--- src/rtl/os_pkg.sv ---
package os_pkg;
    typedef enum logic [1:0] {
        ST_IDLE    = 2'd0,
        ST_ACTIVE  = 2'd1,
        ST_CLEARED = 2'd2
    } os_state_t;
endpackage

--- src/rtl/os_sync.sv ---
module os_sync #(
    parameter int          W   = 3,
    parameter logic [W-1:0] RST = '0
) (
    input  logic         clk,
    input  logic         rst_n,
    input  logic [W-1:0] d,
    output logic [W-1:0] q
);
    logic [W-1:0] meta;

    always_ff @(posedge clk or negedge rst_n) begin
        if (!rst_n) begin
            meta <= RST;
            q    <= RST;
        end else begin
            meta <= d;
            q    <= meta;
        end
    end
endmodule

--- src/rtl/os_trig.sv ---
module os_trig (
    input  logic clk,
    input  logic rst_n,
    input  logic lo_n_in,
    input  logic hi_in,
    input  logic clr_n_in,
    output logic fire,
    output logic clr_lvl
);
    // idle levels: {clear high, hi low, lo_n high}; reset to them so no edge appears
    localparam logic [2:0] IDLE_LVL = 3'b101;

    logic [2:0] lvl;
    logic [2:0] prev;
    logic       lo_fall;
    logic       hi_rise;
    logic       clr_rise;

    os_sync #(.W(3), .RST(IDLE_LVL)) u_sync (
        .clk   (clk),
        .rst_n (rst_n),
        .d     ({clr_n_in, hi_in, lo_n_in}),
        .q     (lvl)
    );

    always_ff @(posedge clk or negedge rst_n) begin
        if (!rst_n) prev <= IDLE_LVL;
        else        prev <= lvl;
    end

    always_comb begin
        lo_fall  = prev[0] & ~lvl[0];
        hi_rise  = ~prev[1] & lvl[1];
        clr_rise = ~prev[2] & lvl[2];
        clr_lvl  = lvl[2];
        fire     = lvl[2] & ((hi_rise & ~lvl[0])
                           | (lo_fall & lvl[1])
                           | (clr_rise & ~lvl[0] & lvl[1]));
    end

    AST_FIRE_NEEDS_CLEAR_HIGH: assert property (@(posedge clk) disable iff (!rst_n)
        fire |-> clr_lvl);
    AST_HI_FALL_NO_FIRE: assert property (@(posedge clk) disable iff (!rst_n)
        (prev[1] && !lvl[1] && prev[0] == lvl[0] && prev[2] == lvl[2]) |-> !fire);
endmodule

--- src/rtl/os_chan.sv ---
module os_chan
    import os_pkg::*;
#(
    parameter int          LW      = 16,
    parameter logic [LW-1:0] DEF_LEN = 8
) (
    input  logic          clk,
    input  logic          rst_n,
    input  logic          fire,
    input  logic          clr_lvl,
    input  logic          ld,
    input  logic [LW-1:0] ld_len,
    output logic          q,
    output logic          q_n
);
    os_state_t     state, nxt;
    logic [LW-1:0] len_r;
    logic [LW-1:0] cnt;
    logic          start;

    assign start = fire && clr_lvl && (len_r != '0);

    always_ff @(posedge clk or negedge rst_n) begin
        if (!rst_n)  len_r <= DEF_LEN;
        else if (ld) len_r <= ld_len;
    end

    always_comb begin
        nxt = state;
        if (!clr_lvl) begin
            nxt = ST_CLEARED;
        end else begin
            unique case (state)
                ST_IDLE:    nxt = start ? ST_ACTIVE : ST_IDLE;
                ST_ACTIVE:  nxt = start ? ST_ACTIVE
                                : ((cnt == '0) ? ST_IDLE : ST_ACTIVE);
                ST_CLEARED: nxt = start ? ST_ACTIVE : ST_IDLE;
                default:    nxt = ST_IDLE;
            endcase
        end
    end

    // state register
    always_ff @(posedge clk or negedge rst_n) begin
        if (!rst_n) state <= ST_IDLE;
        else        state <= nxt;
    end

    // down-counter
    always_ff @(posedge clk or negedge rst_n) begin
        if (!rst_n)                              cnt <= '0;
        else if (start)                          cnt <= len_r - 1'b1;
        else if (state == ST_ACTIVE && cnt != '0) cnt <= cnt - 1'b1;
    end

    // registered complementary outputs
    always_ff @(posedge clk or negedge rst_n) begin
        if (!rst_n) begin
            q   <= 1'b0;
            q_n <= 1'b1;
        end else begin
            q   <= (nxt == ST_ACTIVE);
            q_n <= (nxt != ST_ACTIVE);
        end
    end

    AST_OUT_COMPLEMENT: assert property (@(posedge clk) disable iff (!rst_n)
        q_n == ~q);
    AST_CLEAR_FORCES_LOW: assert property (@(posedge clk) disable iff (!rst_n)
        !clr_lvl |=> !q);
    AST_START_DRIVES_HIGH: assert property (@(posedge clk) disable iff (!rst_n)
        (fire && len_r != '0) |=> q);
    AST_ZERO_LEN_IDLE: assert property (@(posedge clk) disable iff (!rst_n)
        (fire && len_r == '0 && state != ST_ACTIVE) |=> !q);
    AST_EXPIRE: assert property (@(posedge clk) disable iff (!rst_n)
        (state == ST_ACTIVE && cnt == '0 && !start) |=> !q);
    AST_STATE_MATCHES_Q: assert property (@(posedge clk) disable iff (!rst_n)
        q == (state == ST_ACTIVE));
endmodule

--- src/rtl/os_dual.sv ---
module os_dual #(
    parameter int NCH     = 2,
    parameter int LW      = 16,
    parameter int DEF_LEN = 8,
    localparam int CHW    = (NCH > 1) ? $clog2(NCH) : 1
) (
    input  logic           clk,
    input  logic           rst_n,
    input  logic [NCH-1:0] trig_lo_n,
    input  logic [NCH-1:0] trig_hi,
    input  logic [NCH-1:0] clr_n,
    input  logic           ld_en,
    input  logic [CHW-1:0] ld_ch,
    input  logic [LW-1:0]  ld_len,
    output logic [NCH-1:0] q,
    output logic [NCH-1:0] q_n
);
    for (genvar g = 0; g < NCH; g++) begin : g_ch
        logic fire;
        logic clr_lvl;
        logic ld_hit;

        assign ld_hit = ld_en && (ld_ch == CHW'(g));

        os_trig u_trig (
            .clk      (clk),
            .rst_n    (rst_n),
            .lo_n_in  (trig_lo_n[g]),
            .hi_in    (trig_hi[g]),
            .clr_n_in (clr_n[g]),
            .fire     (fire),
            .clr_lvl  (clr_lvl)
        );

        os_chan #(.LW(LW), .DEF_LEN(LW'(DEF_LEN))) u_chan (
            .clk     (clk),
            .rst_n   (rst_n),
            .fire    (fire),
            .clr_lvl (clr_lvl),
            .ld      (ld_hit),
            .ld_len  (ld_len),
            .q       (q[g]),
            .q_n     (q_n[g])
        );
    end
endmodule

--- config.mk ---
export PLATFORM = sky130hd
export DESIGN_NAME = os_dual
export DESIGN_NICKNAME = d
export VERILOG_FILES = /design/src/rtl/os_pkg.sv /design/src/rtl/os_sync.sv /design/src/rtl/os_trig.sv /design/src/rtl/os_chan.sv /design/src/rtl/os_dual.sv
export SDC_FILE = /design/constraint.sdc
export NUM_CORES = 1
export LEC_CHECK = 0
export BUFFER_PORTS_ARGS = -buffer_cell sky130_fd_sc_hd__buf_2
export CAP_MARGIN = 20
export CORE_MARGIN = 2
export CORE_UTILIZATION = 62
export CTS_BUF_LIST = sky130_fd_sc_hd__clkbuf_4
export DETAILED_ROUTE_END_ITERATION = 6
export PLACE_DENSITY = 0.91
export SYNTH_ARGS = -nofsm -noshare
export SYNTH_HDL_FRONTEND = slang
export SYNTH_SLANG_ARGS = --single-unit
--- constraint.sdc ---
create_clock -name clk -period 7.1 [get_ports clk]
set_input_delay 1.775 -clock clk [delete_from_list [all_inputs] [get_ports clk]]
set_output_delay 1.775 -clock clk [all_outputs]
set_load 0.005 [all_outputs]
# After elaboration in Yosys (flattened, before gate mapping)
# Index checks and enable logic that the tools add are counted.
[totals]
ff_bits = 90
inputBits = 26
out_inout_bits = 4
word_cells = 89
[classes]
addsub = 4
n_eq_ne = 8
mux = 14
bitwise_logic = 27
n_reduce_logical = 20
[op_table]
columns = ["operator", "count"]
rows = [
  ["$mux W16", 4],
  ["$reduce_bool A16 Y1", 4],
  ["$sub A16 B1 Y16 const B", 4],
  ["$logic_not A16 Y1", 2],
  ["$and A1 B1 Y1", 16],
  ["$eq A2 B1 Y1 const B", 4],
  ["$logic_and A1 B1 Y1", 8],
  ["$mux W2", 4],
  ["$pmux W2 S2", 2],
  ["$not A1 Y1", 7],
  ["$eq A2 B2 Y1 const B", 2],
  ["$logic_not A2 Y1", 2],
  ["$mux W1", 4],
  ["$ne A2 B1 Y1 const B", 2],
  ["$or A1 B1 Y1", 4],
  ["$reduce_bool A2 Y1", 2],
  ["$reduce_or A2 Y1", 2],
]

# Depth between registers and ports, before layout
[depth]
ltp_word = 12
depth_mapped = 14
ltp_nobuf = 12

# Modules after synthesis
# From an unflattened synthesis, not the netlist that was laid out.
[hier_totals]
hier_cells = 400
hier_area_um2 = 4455.5
[modules_own_cells]
columns = ["module", "n_inst", "cells_each", "area_per_inst_um2"]
rows = [
  ["os_chan", 2, 187, 1964.4],
  ["os_sync", 2, 6, 155.1],
  ["os_trig", 2, 6, 100.1],
  ["os_dual", 1, 2, 16.3],
]

# Least setup slack after synthesis
# OpenSTA, ideal clock, no wires.
[synth_timing]
kind = "register -> register"
start = "register g_ch[1].u_chan.len_r[5]"
end = "register g_ch[1].u_chan.cnt[14]"
setup_ns = 0.137
arrival_time_ns = 3.449
t_required_ns = 6.963
slack_ns = 3.514
path_stages_with_launch = 15
n_path_buf = 2
cell_sequence = "dfrtp_1 > or4_1 > nor3_1 > nand2_1 > o21ai_1 > buf_2 > buf_2 > mux2i_1 > ha_1 > inv_1 > nor4_1 > nand3_1 > xnor2_1 > nor2_1 > a21oi_1"
[synth_via]
elab_chain_len = 3
elab_cells_between_ends = 5
[synth_lines]
columns = ["element", "line", "source"]
rows = [
  ["from (decl)", "os_chan.sv:17", "logic [LW-1:0] len_r;"],
  ["from (signal assigned)", "os_chan.sv:25", "else if (ld) len_r <= ld_len;"],
  ["branches (longest 3 deep; another with $sub A16 B1 Y16)", "n/a", ""],
  ["to (signal assigned)", "os_chan.sv:52", "else if (start) cnt <= len_r - 1'b1;"],
  ["to (signal assigned)", "os_chan.sv:53", "else if (state == ST_ACTIVE && cnt != '0) cnt <= cnt - 1'b1;"],
  ["to (decl)", "os_chan.sv:18", "logic [LW-1:0] cnt;"],
]
# Several ways; the timed one is not identified.
# A chain may end at the register's enable or synchronous reset.

# Worst setup path after layout
[layout_timing]
start = "register g_ch[1].u_chan.len_r[10]"
end = "register g_ch[1].u_chan.cnt[14]"
# Same word-level chain as after synthesis.

==> impl_metrics.py <==
metrics = {
    "place": {
        "place_hpwl_um": 6466,
        "place_inst": 521,
        "routabilityCongestion": 0.8801,
        "portBuffers": 29,
    },
    "grt": {
        "track_usage_pct": 24.44,
        "grt_first_pass_wirelength_um": 14520,
        "grt_pass1_vias": 3080,
        "grt_max_degree": 89,
        "grt_overflow": 0,
        "antenna_found_initial": 0,
    },
    "synthesis": {
        "muxShareOfSynthArea_pct": 10.49,
        "synth-edff-count": 0,
        "synthArstFlopShare_pct": 100.0,
        "yosysSeqAreaShare_pct": 49.94,
        "synthFlopType": "dfrtp_1",
        "syn_area_sq_um": 4449,
        "synth_adder_area_share_pct": 0.5624,
        "avgSynthCellArea_sq_um": 10.91,
        "synth_compound_area_share_pct": 9.618,
        "synth_xor_area_share_pct": 7.874,
        "synth_top_family_by_area": "simple AND/OR/NAND/NOR gates",
        "ys_seq_elements": 88,
        "yosys.cell_types.count": 64,
        "synth-warning-count": 0,
        "synthSimpleGateAreaFrac_pct": 19.09,
        "synth_cells": 408,
        "syn_nets": 436,
    },
    "cts": {
        "tritoncts": "built",
        "cts_root_buf": "clkbuf_4",
        "clkLatencyLatePin_ns": 0.44,
        "post-cts-setup-buffer-count": 0,
        "cts_num_sinks": 88,
        "htree_levels": 3,
        "cts_made_buffers": 9,
        "clkTransAtPathRegs_ns": 0.13,
        "ctsHoldBuffers": 0,
        "cts_resized": 0,
        "cts.path.max_buffers": 2,
    },
    "sta": {
        "grt_setup_unrepaired": "false",
        "finalClockSkew_ns": 0.01403,
        "maxSlewViolCount": 0,
        "max_freq_mhz": 252.1,
        "setup_violations": 0,
        "fin_crit_ns": 3.967,
        "slew_headroom_pct": 28.88,
        "hold_viol": 0,
        "final.setup.tns_ns": 0,
        "fin_crit_sh_pct": 55.87,
        "worst_slew_pin_slew_ns": 1.067,
    },
    "route": {
        "met2_length_um": 4172,
        "finalWirelength_um": 8972,
        "drc": 0,
        "avgRoutedWirePerCell_um": 16.68,
        "vias_per_cell": 6.132,
        "dr.first_iter.drc_count": 373,
        "highest_layer": "met4",
        "num_vias": 3299,
        "ant_nets": 0,
        "drt_first_pass_iters": 5,
        "dr_wl_met3_um": 429,
        "drt-met1-wl_um": 4089,
    },
    "setup_path": {
        "cpLargestDelayFamily": "simple AND/OR/NAND/NOR gates",
        "critPathLaunchType": "flop",
        "worst-path-buf-inv": 2,
        "cp_max_fo": 31,
        "cpPeakStageDelay_ns": 0.81,
        "crit_slowest_cell": "nor4_1",
        "path_class": "flop to flop",
        "crit_required_ns": 7.41,
        "path_cells": "nor4_1 -> nand3_1 -> o21ai_2 -> buf_4 -> mux2i_1 -> ha_1 -> inv_1 -> nor4_1 -> nand3_1 -> xnor2_1 -> nor2_1 -> a21oi_1",
        "endpoint_kind": "flop",
        "cp.arrival_ns": 4.28,
    },
    "cells_and_area": {
        "instances_no_fill": 538,
        "fin_nets": 465,
        "drive_above_1_share_pct": 27.83,
        "syn_to_final_growth_pct": 7.987,
        "antenna_cells": 0,
    },
    "hold_path": {
        "hold_path_class": "flop to flop",
    },
    "die": {
        "num_rows": 30,
        "ios": 30,
        "die_w_um": 88.71,
        "core_sq_um": 6869,
        "fp.dieArea_sq_um": 7869,
        "start_util_pct": 64.77,
        "chipHeight_um": 88.71,
    },
    "power": {
        "p_leak_uw": 0.001903,
        "vdd_drop_max_uv": 213.9,
        "pwr_density_cell_nw_per_um2": 252.0,
    },
    "run_status": {
        "status": "complete, no violations",
    },
    "job": {
        "max_cap_viol_count": 0,
    },
}
## per-layer routing
metal  global-route usage [%]  vias to the layer above
li1                         -                     1529
met1                    34.49                     1627
met2                    37.25                      116
met3                    3.825                       27
met4                    11.71                        0
met5                        0                        -
## Yosys cell counts (3+ instances only)
master | instances | area (sq um)
a21oi_1 | 21 | 105.1
a31oi_1 | 4 | 25.02
and2_1 | 3 | 18.77
buf_4 | 5 | 37.54
clkbuf_1 | 4 | 15.01
dfrtp_1 | 72 | 1802
dfstp_2 | 16 | 420.4
inv_1 | 7 | 26.28
mux2_2 | 34 | 382.9
mux2i_1 | 7 | 70.07
nand2_1 | 33 | 123.9
nand3_1 | 6 | 30.03
nand3b_1 | 3 | 22.52
nor2_1 | 34 | 127.6
nor3_1 | 21 | 105.1
nor4_1 | 9 | 56.30
o21ai_0 | 8 | 40.04
o21ai_1 | 7 | 35.03
o311ai_0 | 5 | 43.79
or3_1 | 8 | 50.05
or4_1 | 7 | 52.55
xnor2_1 | 22 | 192.7
xor2_1 | 18 | 157.7
## cells by family (layout without fill, tap and decap cells)
| group | after synthesis | count (layout) |
|---|---|---|
| and+or+nand+nor | 151 | 151 |
| xor gates and xnor gates | 40 | 40 |
| AOI/OAI and AO/OA | 64 | 64 |
| buffers and inverters | 21 | 55 |
| adders and majority gates | 2 | 2 |
| DFF | 88 | 88 |
| muxes | 42 | 42 |
## where the power goes
group / internal, uW / switching, uW
clock network: 74.9 / 176
logic: 125 / 134
registers: 593 / 107
total: 794 / 417
## final timing paths
path / startpoint / end / slack [ns] / depth (start not counted)
setup / recovery: g_ch[1].u_chan.len_r[10]$_DFFE_PN0P_ / g_ch[1].u_chan.cnt[14]$_DFFE_PN0P_ / 3.13 / 12
hold / removal: g_ch[0].u_trig.u_sync.meta[0]$_DFF_PN1_ / g_ch[0].u_trig.u_sync.q[0]$_DFF_PN1_ / 0.37 / 0
setup reg to reg: g_ch[1].u_chan.len_r[10]$_DFFE_PN0P_ / g_ch[1].u_chan.cnt[14]$_DFFE_PN0P_ / 3.13 / 12
hold reg to reg: g_ch[0].u_trig.u_sync.meta[0]$_DFF_PN1_ / g_ch[0].u_trig.u_sync.q[0]$_DFF_PN1_ / 0.37 / 0
max in group asynchronous: rst_n / g_ch[0].u_chan.len_r[3]$_DFFE_PN1P_ / 5.29 / 2
min in group asynchronous: rst_n / g_ch[1].u_chan.cnt[9]$_DFFE_PN0P_ / 1.17 / 1
## cell usage in the layout (no fill, tap or decap), drive strengths merged, types with 4 or more instances in the layout
cell and n:
a21oi 22, a31oi 4, buf 32, clkbuf 9, dfrtp 72, dfstp 16
inv 9, mux2 34, mux2i 8, nand2 33, nand3 6, nor2 34
nor3 24, nor4 12, o21ai 16, o311ai 5, or3 10, or4 9
xnor2 22, xor2 18
## registers in the layout, indices dropped and copies added (netlist names)
signal,cells
g_ch.u_trig.u_sync.q,6
g_ch.u_trig.prev,6
g_ch.u_trig.u_sync.meta,6
g_ch.u_chan.state,3
g_ch.u_chan.cnt,32
g_ch.u_chan.len_r,32
g_ch.u_chan.q,1
g_ch.u_chan.q_n,2
## per-stage QoR
stage | utilization [%] | power (uW) | setup WS (ns) | cell area, sq um | hold WS, ns
global route | 69.95 | 1276 | 2.849 | 4805 | 0.3702
global placement | 67.76 | 940.5 | 3.458 | 4654 | 0.3353
detailed placement | 67.76 | 961.0 | 3.263 | 4654 | 0.3373
floorplan | - | 875.3 | 3.514 | 4449 | 0.3312
CTS | 69.54 | 1209 | 3.235 | 4777 | 0.3672
finish | 69.95 | 1211 | 3.133 | 4805 | 0.3659
## cell type report
| cell class | instances | area (sq um) |
|---|---|---|
| Clock buffer | 9 | 67.56 |
| Tap cell | 96 | 120.1 |
| Timing Repair Buffer | 32 | 190.2 |
| Sequential cell | 88 | 2222 |
| Inverter | 7 | 26.28 |
| Fill cell | 469 | 2064 |
| Clock inverter | 7 | 55.05 |
| Multi-Input combinational cell | 299 | 2123 |
No activity file was read; power rests on OpenSTA's default activity.
